**config.mk**
```make
export PLATFORM = sky130hd
export DESIGN_NAME = ep_handshake_ctrl
export DESIGN_NICKNAME = d
export VERILOG_FILES = /design/src/rtl/ep_hs_pkg.sv /design/src/rtl/ep_halt_bank.sv /design/src/rtl/ep_proto_stall.sv /design/src/rtl/ep_hs_decide.sv /design/src/rtl/ep_handshake_ctrl.sv
export SDC_FILE = /design/constraint.sdc
export NUM_CORES = 1
export LEC_CHECK = 0
export BUFFER_PORTS_ARGS = -buffer_cell sky130_fd_sc_hd__buf_2
export CELL_PAD_IN_SITES_DETAIL_PLACEMENT = 1
export CELL_PAD_IN_SITES_GLOBAL_PLACEMENT = 1
export CORE_UTILIZATION = 35
export DETAILED_ROUTE_END_ITERATION = 10
export PLACE_DENSITY_LB_ADDON = 0.1
export SKIP_CTS_REPAIR_TIMING = 1
export SLEW_MARGIN = 40
export SYNTH_ARGS = -nofsm -noshare
export SYNTH_HDL_FRONTEND = slang
export SYNTH_HIERARCHICAL = 1
export SYNTH_SLANG_ARGS = --single-unit
```
**constraint.sdc**
```tcl
create_clock -name clk -period 2.4 [get_ports clk]
set_input_delay 0.12 -clock clk [delete_from_list [all_inputs] [get_ports clk]]
set_output_delay 0.12 -clock clk [all_outputs]
set_load 0.03 [all_outputs]
```
**src/rtl/ep_hs_pkg.sv**
```systemverilog
package ep_hs_pkg;

  typedef enum logic [1:0] {
    PID_SETUP = 2'd0,
    PID_IN    = 2'd1,
    PID_OUT   = 2'd2,
    PID_RSV   = 2'd3
  } tok_kind_e;

  typedef enum logic [1:0] {
    HS_NONE  = 2'd0,
    HS_ACK   = 2'd1,
    HS_NAK   = 2'd2,
    HS_STALL = 2'd3
  } hs_kind_e;

endpackage

```
**src/rtl/ep_halt_bank.sv**
```systemverilog
module ep_halt_bank #(
  parameter int NUM_EP = 8,
  localparam int EPW = $clog2(NUM_EP)
) (
  input  logic              clk,
  input  logic              rst_n,
  input  logic              bus_reset,
  input  logic              cmd_valid,
  input  logic              cmd_set,
  input  logic [EPW-1:0]    cmd_ep,
  output logic [NUM_EP-1:0] halted
);

  // Endpoint 0 carries no halt bit: the control pipe must stay usable.
  assign halted[0] = 1'b0;

  for (genvar i = 1; i < NUM_EP; i++) begin : g_ep
    logic hit;
    assign hit = cmd_valid && (cmd_ep == EPW'(i));
    always_ff @(posedge clk or negedge rst_n) begin
      if (!rst_n)         halted[i] <= 1'b0;
      else if (bus_reset) halted[i] <= 1'b0;
      else if (hit)       halted[i] <= cmd_set;
    end
  end

  p_set_halts_r5: assert property (@(posedge clk) disable iff (!rst_n)
    (cmd_valid && cmd_set && cmd_ep != '0 && !bus_reset) |=> halted[$past(cmd_ep)]);

  p_busreset_clears_r7: assert property (@(posedge clk) disable iff (!rst_n)
    bus_reset |=> (halted == '0));

endmodule

```
**src/rtl/ep_proto_stall.sv**
```systemverilog
module ep_proto_stall (
  input  logic clk,
  input  logic rst_n,
  input  logic bus_reset,
  input  logic setup0_fire,
  input  logic req_done,
  input  logic req_supported,
  output logic pstall
);

  logic pstall_n;

  // A new SETUP clears first; the report for that request is then applied.
  always_comb begin
    pstall_n = pstall;
    if (setup0_fire)                 pstall_n = 1'b0;
    if (req_done && !req_supported)  pstall_n = 1'b1;
    if (bus_reset)                   pstall_n = 1'b0;
  end

  always_ff @(posedge clk or negedge rst_n) begin
    if (!rst_n) pstall <= 1'b0;
    else        pstall <= pstall_n;
  end

  p_setup_clears_r3: assert property (@(posedge clk) disable iff (!rst_n)
    (setup0_fire && !(req_done && !req_supported)) |=> !pstall);

  p_unsupported_sets_r3: assert property (@(posedge clk) disable iff (!rst_n)
    (req_done && !req_supported && !bus_reset) |=> pstall);

endmodule

```
**src/rtl/ep_hs_decide.sv**
```systemverilog
module ep_hs_decide
  import ep_hs_pkg::*;
#(
  parameter int NUM_EP = 8,
  localparam int EPW = $clog2(NUM_EP)
) (
  input  logic [1:0]        pid,
  input  logic [EPW-1:0]    ep,
  input  logic [NUM_EP-1:0] halted,
  input  logic              pstall,
  input  logic [NUM_EP-1:0] in_rdy,
  input  logic [NUM_EP-1:0] out_free,
  output logic [1:0]        code
);

  logic stalled;
  assign stalled = halted[ep] || ((ep == '0) && pstall);

  always_comb begin
    code = HS_NONE;
    unique case (pid)
      PID_SETUP: code = HS_ACK;
      PID_IN:    code = stalled ? HS_STALL : (in_rdy[ep] ? HS_NONE : HS_NAK);
      PID_OUT:   code = stalled ? HS_STALL : (out_free[ep] ? HS_ACK : HS_NAK);
      default:   code = HS_NONE;
    endcase
  end

endmodule

```
**src/rtl/ep_handshake_ctrl.sv**
```systemverilog
module ep_handshake_ctrl
  import ep_hs_pkg::*;
#(
  parameter int NUM_EP = 8,
  localparam int EPW = $clog2(NUM_EP)
) (
  input  logic              clk,
  input  logic              rst_n,
  input  logic              bus_reset,
  input  logic              tok_valid,
  output logic              tok_ready,
  input  logic [1:0]        tok_pid,
  input  logic [EPW-1:0]    tok_ep,
  input  logic              req_done,
  input  logic              req_supported,
  input  logic              halt_cmd_valid,
  input  logic              halt_cmd_set,
  input  logic [EPW-1:0]    halt_cmd_ep,
  input  logic [NUM_EP-1:0] in_data_ready,
  input  logic [NUM_EP-1:0] out_buf_free,
  output logic              hs_valid,
  input  logic              hs_ready,
  output logic [1:0]        hs_code
);

  logic [NUM_EP-1:0] halted;
  logic              pstall;
  logic              tok_fire;
  logic              setup0_fire;
  logic [1:0]        choice;
  logic              slot_q;
  logic [1:0]        code_q;

  assign tok_ready   = !slot_q || hs_ready;
  assign tok_fire    = tok_valid && tok_ready;
  assign setup0_fire = tok_fire && (tok_pid == PID_SETUP) && (tok_ep == '0);

  ep_halt_bank #(.NUM_EP(NUM_EP)) u_halt (
    .clk       (clk),
    .rst_n     (rst_n),
    .bus_reset (bus_reset),
    .cmd_valid (halt_cmd_valid),
    .cmd_set   (halt_cmd_set),
    .cmd_ep    (halt_cmd_ep),
    .halted    (halted)
  );

  ep_proto_stall u_pstall (
    .clk           (clk),
    .rst_n         (rst_n),
    .bus_reset     (bus_reset),
    .setup0_fire   (setup0_fire),
    .req_done      (req_done),
    .req_supported (req_supported),
    .pstall        (pstall)
  );

  ep_hs_decide #(.NUM_EP(NUM_EP)) u_decide (
    .pid      (tok_pid),
    .ep       (tok_ep),
    .halted   (halted),
    .pstall   (pstall),
    .in_rdy   (in_data_ready),
    .out_free (out_buf_free),
    .code     (choice)
  );

  // One-entry output slot: refilled on the same edge it drains.
  always_ff @(posedge clk or negedge rst_n) begin
    if (!rst_n) begin
      slot_q <= 1'b0;
      code_q <= HS_NONE;
    end else if (tok_fire) begin
      slot_q <= 1'b1;
      code_q <= choice;
    end else if (hs_ready) begin
      slot_q <= 1'b0;
    end
  end

  assign hs_valid = slot_q;
  assign hs_code  = code_q;

  p_hold_under_backpressure_r11: assert property (@(posedge clk) disable iff (!rst_n)
    (hs_valid && !hs_ready) |=> (hs_valid && $stable(hs_code)));

  p_setup_acked_r2: assert property (@(posedge clk) disable iff (!rst_n)
    (tok_fire && tok_pid == PID_SETUP) |=> (hs_valid && hs_code == HS_ACK));

  p_protocol_stall_r4: assert property (@(posedge clk) disable iff (!rst_n)
    (tok_fire && (tok_pid == PID_IN || tok_pid == PID_OUT) && tok_ep == '0 && pstall)
      |=> (hs_code == HS_STALL));

  p_reserved_none_r10: assert property (@(posedge clk) disable iff (!rst_n)
    (tok_fire && tok_pid == PID_RSV) |=> (hs_valid && hs_code == HS_NONE));

endmodule

```
==> impl_metrics.csv, run 1 <==
group,metric,value,unit
place,place_congestion,0.676,
worst_setup_path,cp.arrival,2.00,ns
layout,final_common_cell,"buf_2",
synth,synth-simple-area-share,0.248,
layout,final_cells,135,
timing,timing.hold.ws,0.0553,ns
clocking,cts-root-buf,"clkbuf_4",
layout,n_fill_cell,274,
synth,yosys_register_bits,11,
clocking,cts_made_buffers,3,
synth,synth_cells,69,
synth,synth.area.mux_share,0.303,
timing,slew_violations,0,
worst_setup_path,path_delay_family,"multiplexers",
synth,synth_enable_flop_cells,0,
synth,synthArstFlopShare,1.00,
floorplanning,die_x,50.9,um
floorplanning,io_pins,37,
clocking,clk_pin_slew,0.07,ns
global_routing,grt_max_degree,12,
synth,synth_cell_type_count,27,
worst_setup_path,worstPathCellList,"mux4_2, and2_1, o311ai_1, o21ai_1, mux2_2",
synth,synth_area_per_cell,12.1,sq um
outcome,status,"completed",
clocking,clock-sinks,11,
timing,fmax,543,MHz
clocking,cts_tree,"done",
timing,finalHoldViolations,0,
worst_setup_path,worstPathMaxFanout,4,
timing,fin_crit,1.84,ns
layout,area_growth,26.4,%
global_routing,grt_pass1_wl,3460,um
clocking,h-tree-depth,1,
detailed_routing,first_pass_iters,3,
synth,synth_compound_area_frac,0.0761,
pwr,peakVddDrop,0.220,mV
global_routing,gr-usage-all-layers,0.187,
synth,syn-num-nets,102,
global_routing,grt_overflow,0,
detailed_routing,wl_per_cell,15.2,um
worst_hold_path,hp-class,"primary input to flip-flop",
floorplanning,die_h,50.9,um
layout,postLayoutCoreUtil,0.475,
synth,synth-xor-area-share,0,
detailed_routing,wirelength,2050,um
place,portBuffers,36,
job,maxCapViolCount,0,
timing,setup_viol,0,
synth,syn_area,838,sq um
timing,fin_crit_sh,0.767,
layout,mostFrequentLayoutCells,"36 x buf_2, 13 x nand2b_1, 11 x dfrtp_1",
worst_setup_path,critPathBufInv,0,
layout,regArea,275,sq um
detailed_routing,vias,683,
global_routing,antenna_found_initial,0,
pwr,finalPower,0.463,mW
detailed_routing,ant_nets,0,
global_routing,grt_pass1_vias,761,
worst_setup_path,crit_type,"flip-flop to flip-flop",
floorplanning,rows,17,
synth,seq_area_frac_synth,0.328,
layout,multi_input_area,529,sq um
layout,antenna_cells,0,
worst_setup_path,required,2.56,ns
pwr,power-per-cell-area,436,nW/um^2
place,hpwl,1650,um
synth,synth_flop_cell,"dfrtp_1",
synth,synth_top_family_by_area,"multiplexers",
pwr,leakage,0.511,nW
worst_setup_path,cpMaxStageDelayCell,"mux4_2",
floorplanning,initial_core_util,0.375,
layout,fin_nets,141,
floorplanning,core,2230,sq um
detailed_routing,viasPerCell,5.06,
timing,rsz0062_at_grt,"false",
timing,finClkSkew,0.00273,ns
synth,synth_warnings,6,
detailed_routing,drtIter0Drc,3,
detailed_routing,drc_errors,0,
worst_setup_path,max_stage_delay,0.46,ns
place,place_inst,130,
timing,setup_tns,0,ns
worst_setup_path,end_kind,"flip-flop",
worst_setup_path,cp-start-kind,"flip-flop",
layout,post_route_cells_drive_above_1_share,0.477,
clocking,ctsLongestPathBuffers,2,
clocking,clk_latency,0.27,ns
synth,synth-adder-area-share,0,
floorplanning,dieArea,2590,sq um
-- through the flow --
step	cell area (sq um)	worst slack, ns
5_1_grt	1060	0.442
2_1_floorplan	838	0.689
4_1_cts	1050	0.576
3_5_place_dp	1020	0.503
6_report	1060	0.559
3_3_place_gp	1020	0.564
-- Yosys cell counts (all sizes together), types with 2 or more instances --
master / count / share of area
mux4: 5 / 0.14
mux2i: 10 / 0.12
and4bb: 3 / 0.045
dfrtp: 11 / 0.33
nand2b: 13 / 0.097
o31ai: 2 / 0.024
buf: 3 / 0.036
mux2: 3 / 0.040
nor3: 3 / 0.024
nand4b: 3 / 0.031
a21oi: 2 / 0.016
-- layout make-up --
| class | instances | share of cell area |
|---|---|---|
| Multi-Input combinational cell | 54 | 0.499 |
| Sequential cell | 11 | 0.260 |
| Timing Repair Buffer | 37 | 0.179 |
| Tap cell | 28 | 0.0331 |
| Clock buffer | 4 | 0.0248 |
| Inverter | 1 | 0.00354 |
-- final timing paths --
kind	start	to	slack, ns	cells past startpoint
setup / recovery	u_halt/halted[7]$_DFFE_PN0P_	hs_code[1]$_DFFE_PN0P_	0.56	5
hold reg to reg	hs_code[0]$_DFFE_PN0P_	hs_code[0]$_DFFE_PN0P_	0.53	1
setup reg to reg	u_halt/halted[7]$_DFFE_PN0P_	hs_code[1]$_DFFE_PN0P_	0.56	5
hold / removal	tok_valid	hs_valid$_DFFE_PN0P_	0.06	2
min in group asynchronous	rst_n	hs_code[1]$_DFFE_PN0P_	0.25	2
max in group asynchronous	rst_n	hs_valid$_DFFE_PN0P_	1.93	2
-- worst reg2reg max path, cell delays in order (launching register included) --
cell      delay [ns]
dfrtp_1         0.38
mux4_2          0.46
and2_1          0.21
o311ai_1        0.29
o21ai_1         0.11
mux2_2          0.28
-- where the power goes --
part	internal (mW)	leakage, nW	switching [mW]
logic	0.0635	0.350	0.0674
clock network	0.0644	0.0150	0.0650
registers	0.196	0.146	0.00616
total	0.324	0.511	0.139
-- logic make-up (layout without fill, tap and decap cells) --
group           Yosys count  count (layout)
simple gates             28              28
mux                      18              18
flops                    11              11
compound gates            7               7
buf+inv                   4              42
other cells               1               1
-- metal layers --
metal,wire [um],global-route usage,share of wire
met1,884,0.227,0.43
met2,1090,0.311,0.53
met3,60,0.0357,0.029
met4,13,0.0972,0.0064
met5,0,0,0
-- state kept, by name, indices dropped and copies added, names as in the netlist --
signal,count
u_pstall/pstall,1
hs_valid,1
u_halt/halted,7
hs_code,2
Power figures use the tool's default switching activity.
==> run 2: changes to the inputs <==
Clock period 2.4 ns to 1.9 ns, I/O delays scaled along.
==> run 2 against run 1 <==
Net effect:
- largest power group unchanged
- count of clock-buffer cells in the layout did not move
- combinational power rose by 28%
- critical path depth did not move
- clock skew fell by 0.0025 ns
- cell area rose by 0.94%
- maximum frequency rose by 1.5%
- highest routed layer unchanged
==> impl_metrics.csv, run 2 (synthesis gave the netlist of run 1 again) <==
group,metric,value,unit
floorplanning,die_h,50.9,um
pwr,finalPower,0.576,mW
layout,largest-register,"u_halt/halted",
place,hpwl,1610,um
clocking,cts_made_buffers,3,
worst_setup_path,crit_type,"flip-flop to flip-flop",
timing,fin_crit,1.81,ns
worst_setup_path,cp.arrival,1.96,ns
timing,setup_viol,0,
timing,fin_crit_sh,0.955,
worst_setup_path,worstPathMaxFanout,4,
detailed_routing,wl_per_cell,14.6,um
global_routing,grt_max_degree,12,
layout,final_common_cell,"buf_2",
clocking,clk_latency,0.26,ns
detailed_routing,vias,698,
global_routing,antenna_found_initial,0,
detailed_routing,ant_nets,0,
global_routing,met1_usage,0.208,
outcome,status,"completed",
floorplanning,rows,17,
clocking,ctsLongestPathBuffers,2,
worst_setup_path,rr_startpoint,"u_halt/halted[7]$_DFFE_PN0P_",
place,portBuffers,36,
floorplanning,dieArea,2590,sq um
layout,antenna_cells,0,
clocking,clk_pin_slew,0.07,ns
worst_setup_path,cpMaxStageDelayCell,"mux4_2",
worst_hold_path,hold_start,"tok_valid",
clocking,cts-root-buf,"clkbuf_4",
detailed_routing,drtIter0Drc,0,
floorplanning,io_pins,37,
timing,finClkSkew,0.000250,ns
job,maxCapViolCount,0,
global_routing,grt_pass1_vias,784,
clocking,clock-sinks,11,
worst_hold_path,min_path_cells,2,
detailed_routing,drc_errors,0,
layout,mostFrequentLayoutCells,"36 x buf_2, 13 x nand2b_1, 11 x dfrtp_1",
worst_setup_path,rr_endpoint,"hs_code[1]$_DFFE_PN0P_",
layout,post_route_cells_drive_above_1_share,0.495,
global_routing,gr-usage-all-layers,0.178,
pwr,power-per-cell-area,538,nW/um^2
timing,finalHoldViolations,0,
global_routing,use_met2,0.307,
worst_setup_path,startpoint,"u_halt/halted[7]$_DFFE_PN0P_",
floorplanning,core,2230,sq um
global_routing,use_met3,0.0179,
floorplanning,die_x,50.9,um
clocking,cts_tree,"done",
place,place_congestion,0.707,
pwr,peakVddDrop,0.356,mV
timing,fmax,551,MHz
worst_setup_path,max_stage_delay,0.47,ns
place,place_inst,130,
pwr,leakage,0.513,nW
detailed_routing,viasPerCell,5.17,
detailed_routing,first_pass_iters,1,
global_routing,grt_pass1_wl,3350,um
place,pre_cts_slack,0.0198,ns
worst_hold_path,hp-class,"primary input to flip-flop",
layout,fin_area,1070,sq um
timing,rsz0062_at_grt,"false",
detailed_routing,wirelength,1980,um
global_routing,busiest_layer,"met2",
worst_hold_path,min_to,"hs_valid$_DFFE_PN0P_",
layout,area_growth,27.6,%
worst_setup_path,cp-start-kind,"flip-flop",
layout,final_cells,135,
worst_setup_path,end_kind,"flip-flop",
layout,fin_nets,141,
timing,worst_slack,0.0857,ns
timing,slew_violations,0,
place,placed_area,1020,sq um
worst_setup_path,r2r_slack,0.09,ns
worst_setup_path,worstPathCellList,"mux4_2, and2_4, o311ai_2, o21ai_1, mux2_2",
global_routing,grt_overflow,0,
worst_setup_path,r2r_cells,5,
clocking,h-tree-depth,1,
worst_setup_path,required,2.05,ns
timing,setup_tns,0,ns
layout,largest_reg_flops,7,
floorplanning,initial_core_util,0.375,
[run 2: cell counts in the layout (fill, tap and decap cells not counted)]
No cell type changed its count.
[run 2: per-layer routing]
layer	wire length, um	part of all wire
met5	0	0
met4	44	0.022
met3	53	0.027
met2	1040	0.53
met1	840	0.42
[run 2: final cells by class]
cell class              count  area (sq um)
clock buffers               4          26.3
fillers                   271          1160
inverters                   1          3.75
multi-input cells          54           539
flip-flops and latches     11           275
well taps                  28          35.0
repair buffers             37           190
[run 2: where the power goes]
part / total, mW / switching (mW) / internal (mW)
registers: 0.254 / 0.00600 / 0.248
clock network: 0.154 / 0.0733 / 0.0810
logic: 0.168 / 0.0866 / 0.0811
total: 0.576 / 0.166 / 0.410
[run 2: critical path: cells and delay by family, from the launching register on]
kind,cells,cell delay (ns)
and+or+nand+nor,1,0.19
DFF,1,0.38
muxes,2,0.73
AOI/OAI and AO/OA,2,0.39
[run 2: stage by stage]
stage | util | hold WS [ns]
2_1_floorplan | - | -0.201
4_1_cts | 0.470 | -0.311
6_report | 0.479 | 0.0511
3_5_place_dp | 0.458 | -0.0188
5_1_grt | 0.479 | 0.0670
3_3_place_gp | 0.458 | -0.0189
[run 2: worst max path at each step]
stage | to | slack, ns | depth (start not counted)
2_1_floorplan | hs_code[1]$_DFFE_PN0P_ | 0.19 | 5
3_3_place_gp | hs_code[0]$_DFFE_PN0P_ | 0.09 | 6
3_5_place_dp | hs_code[1]$_DFFE_PN0P_ | 0.02 | 6
4_1_cts | hs_code[1]$_DFFE_PN0P_ | 0.002 | 5
5_1_grt | hs_code[1]$_DFFE_PN0P_ | 0.008 | 5
6_report | hs_code[1]$_DFFE_PN0P_ | 0.09 | 5
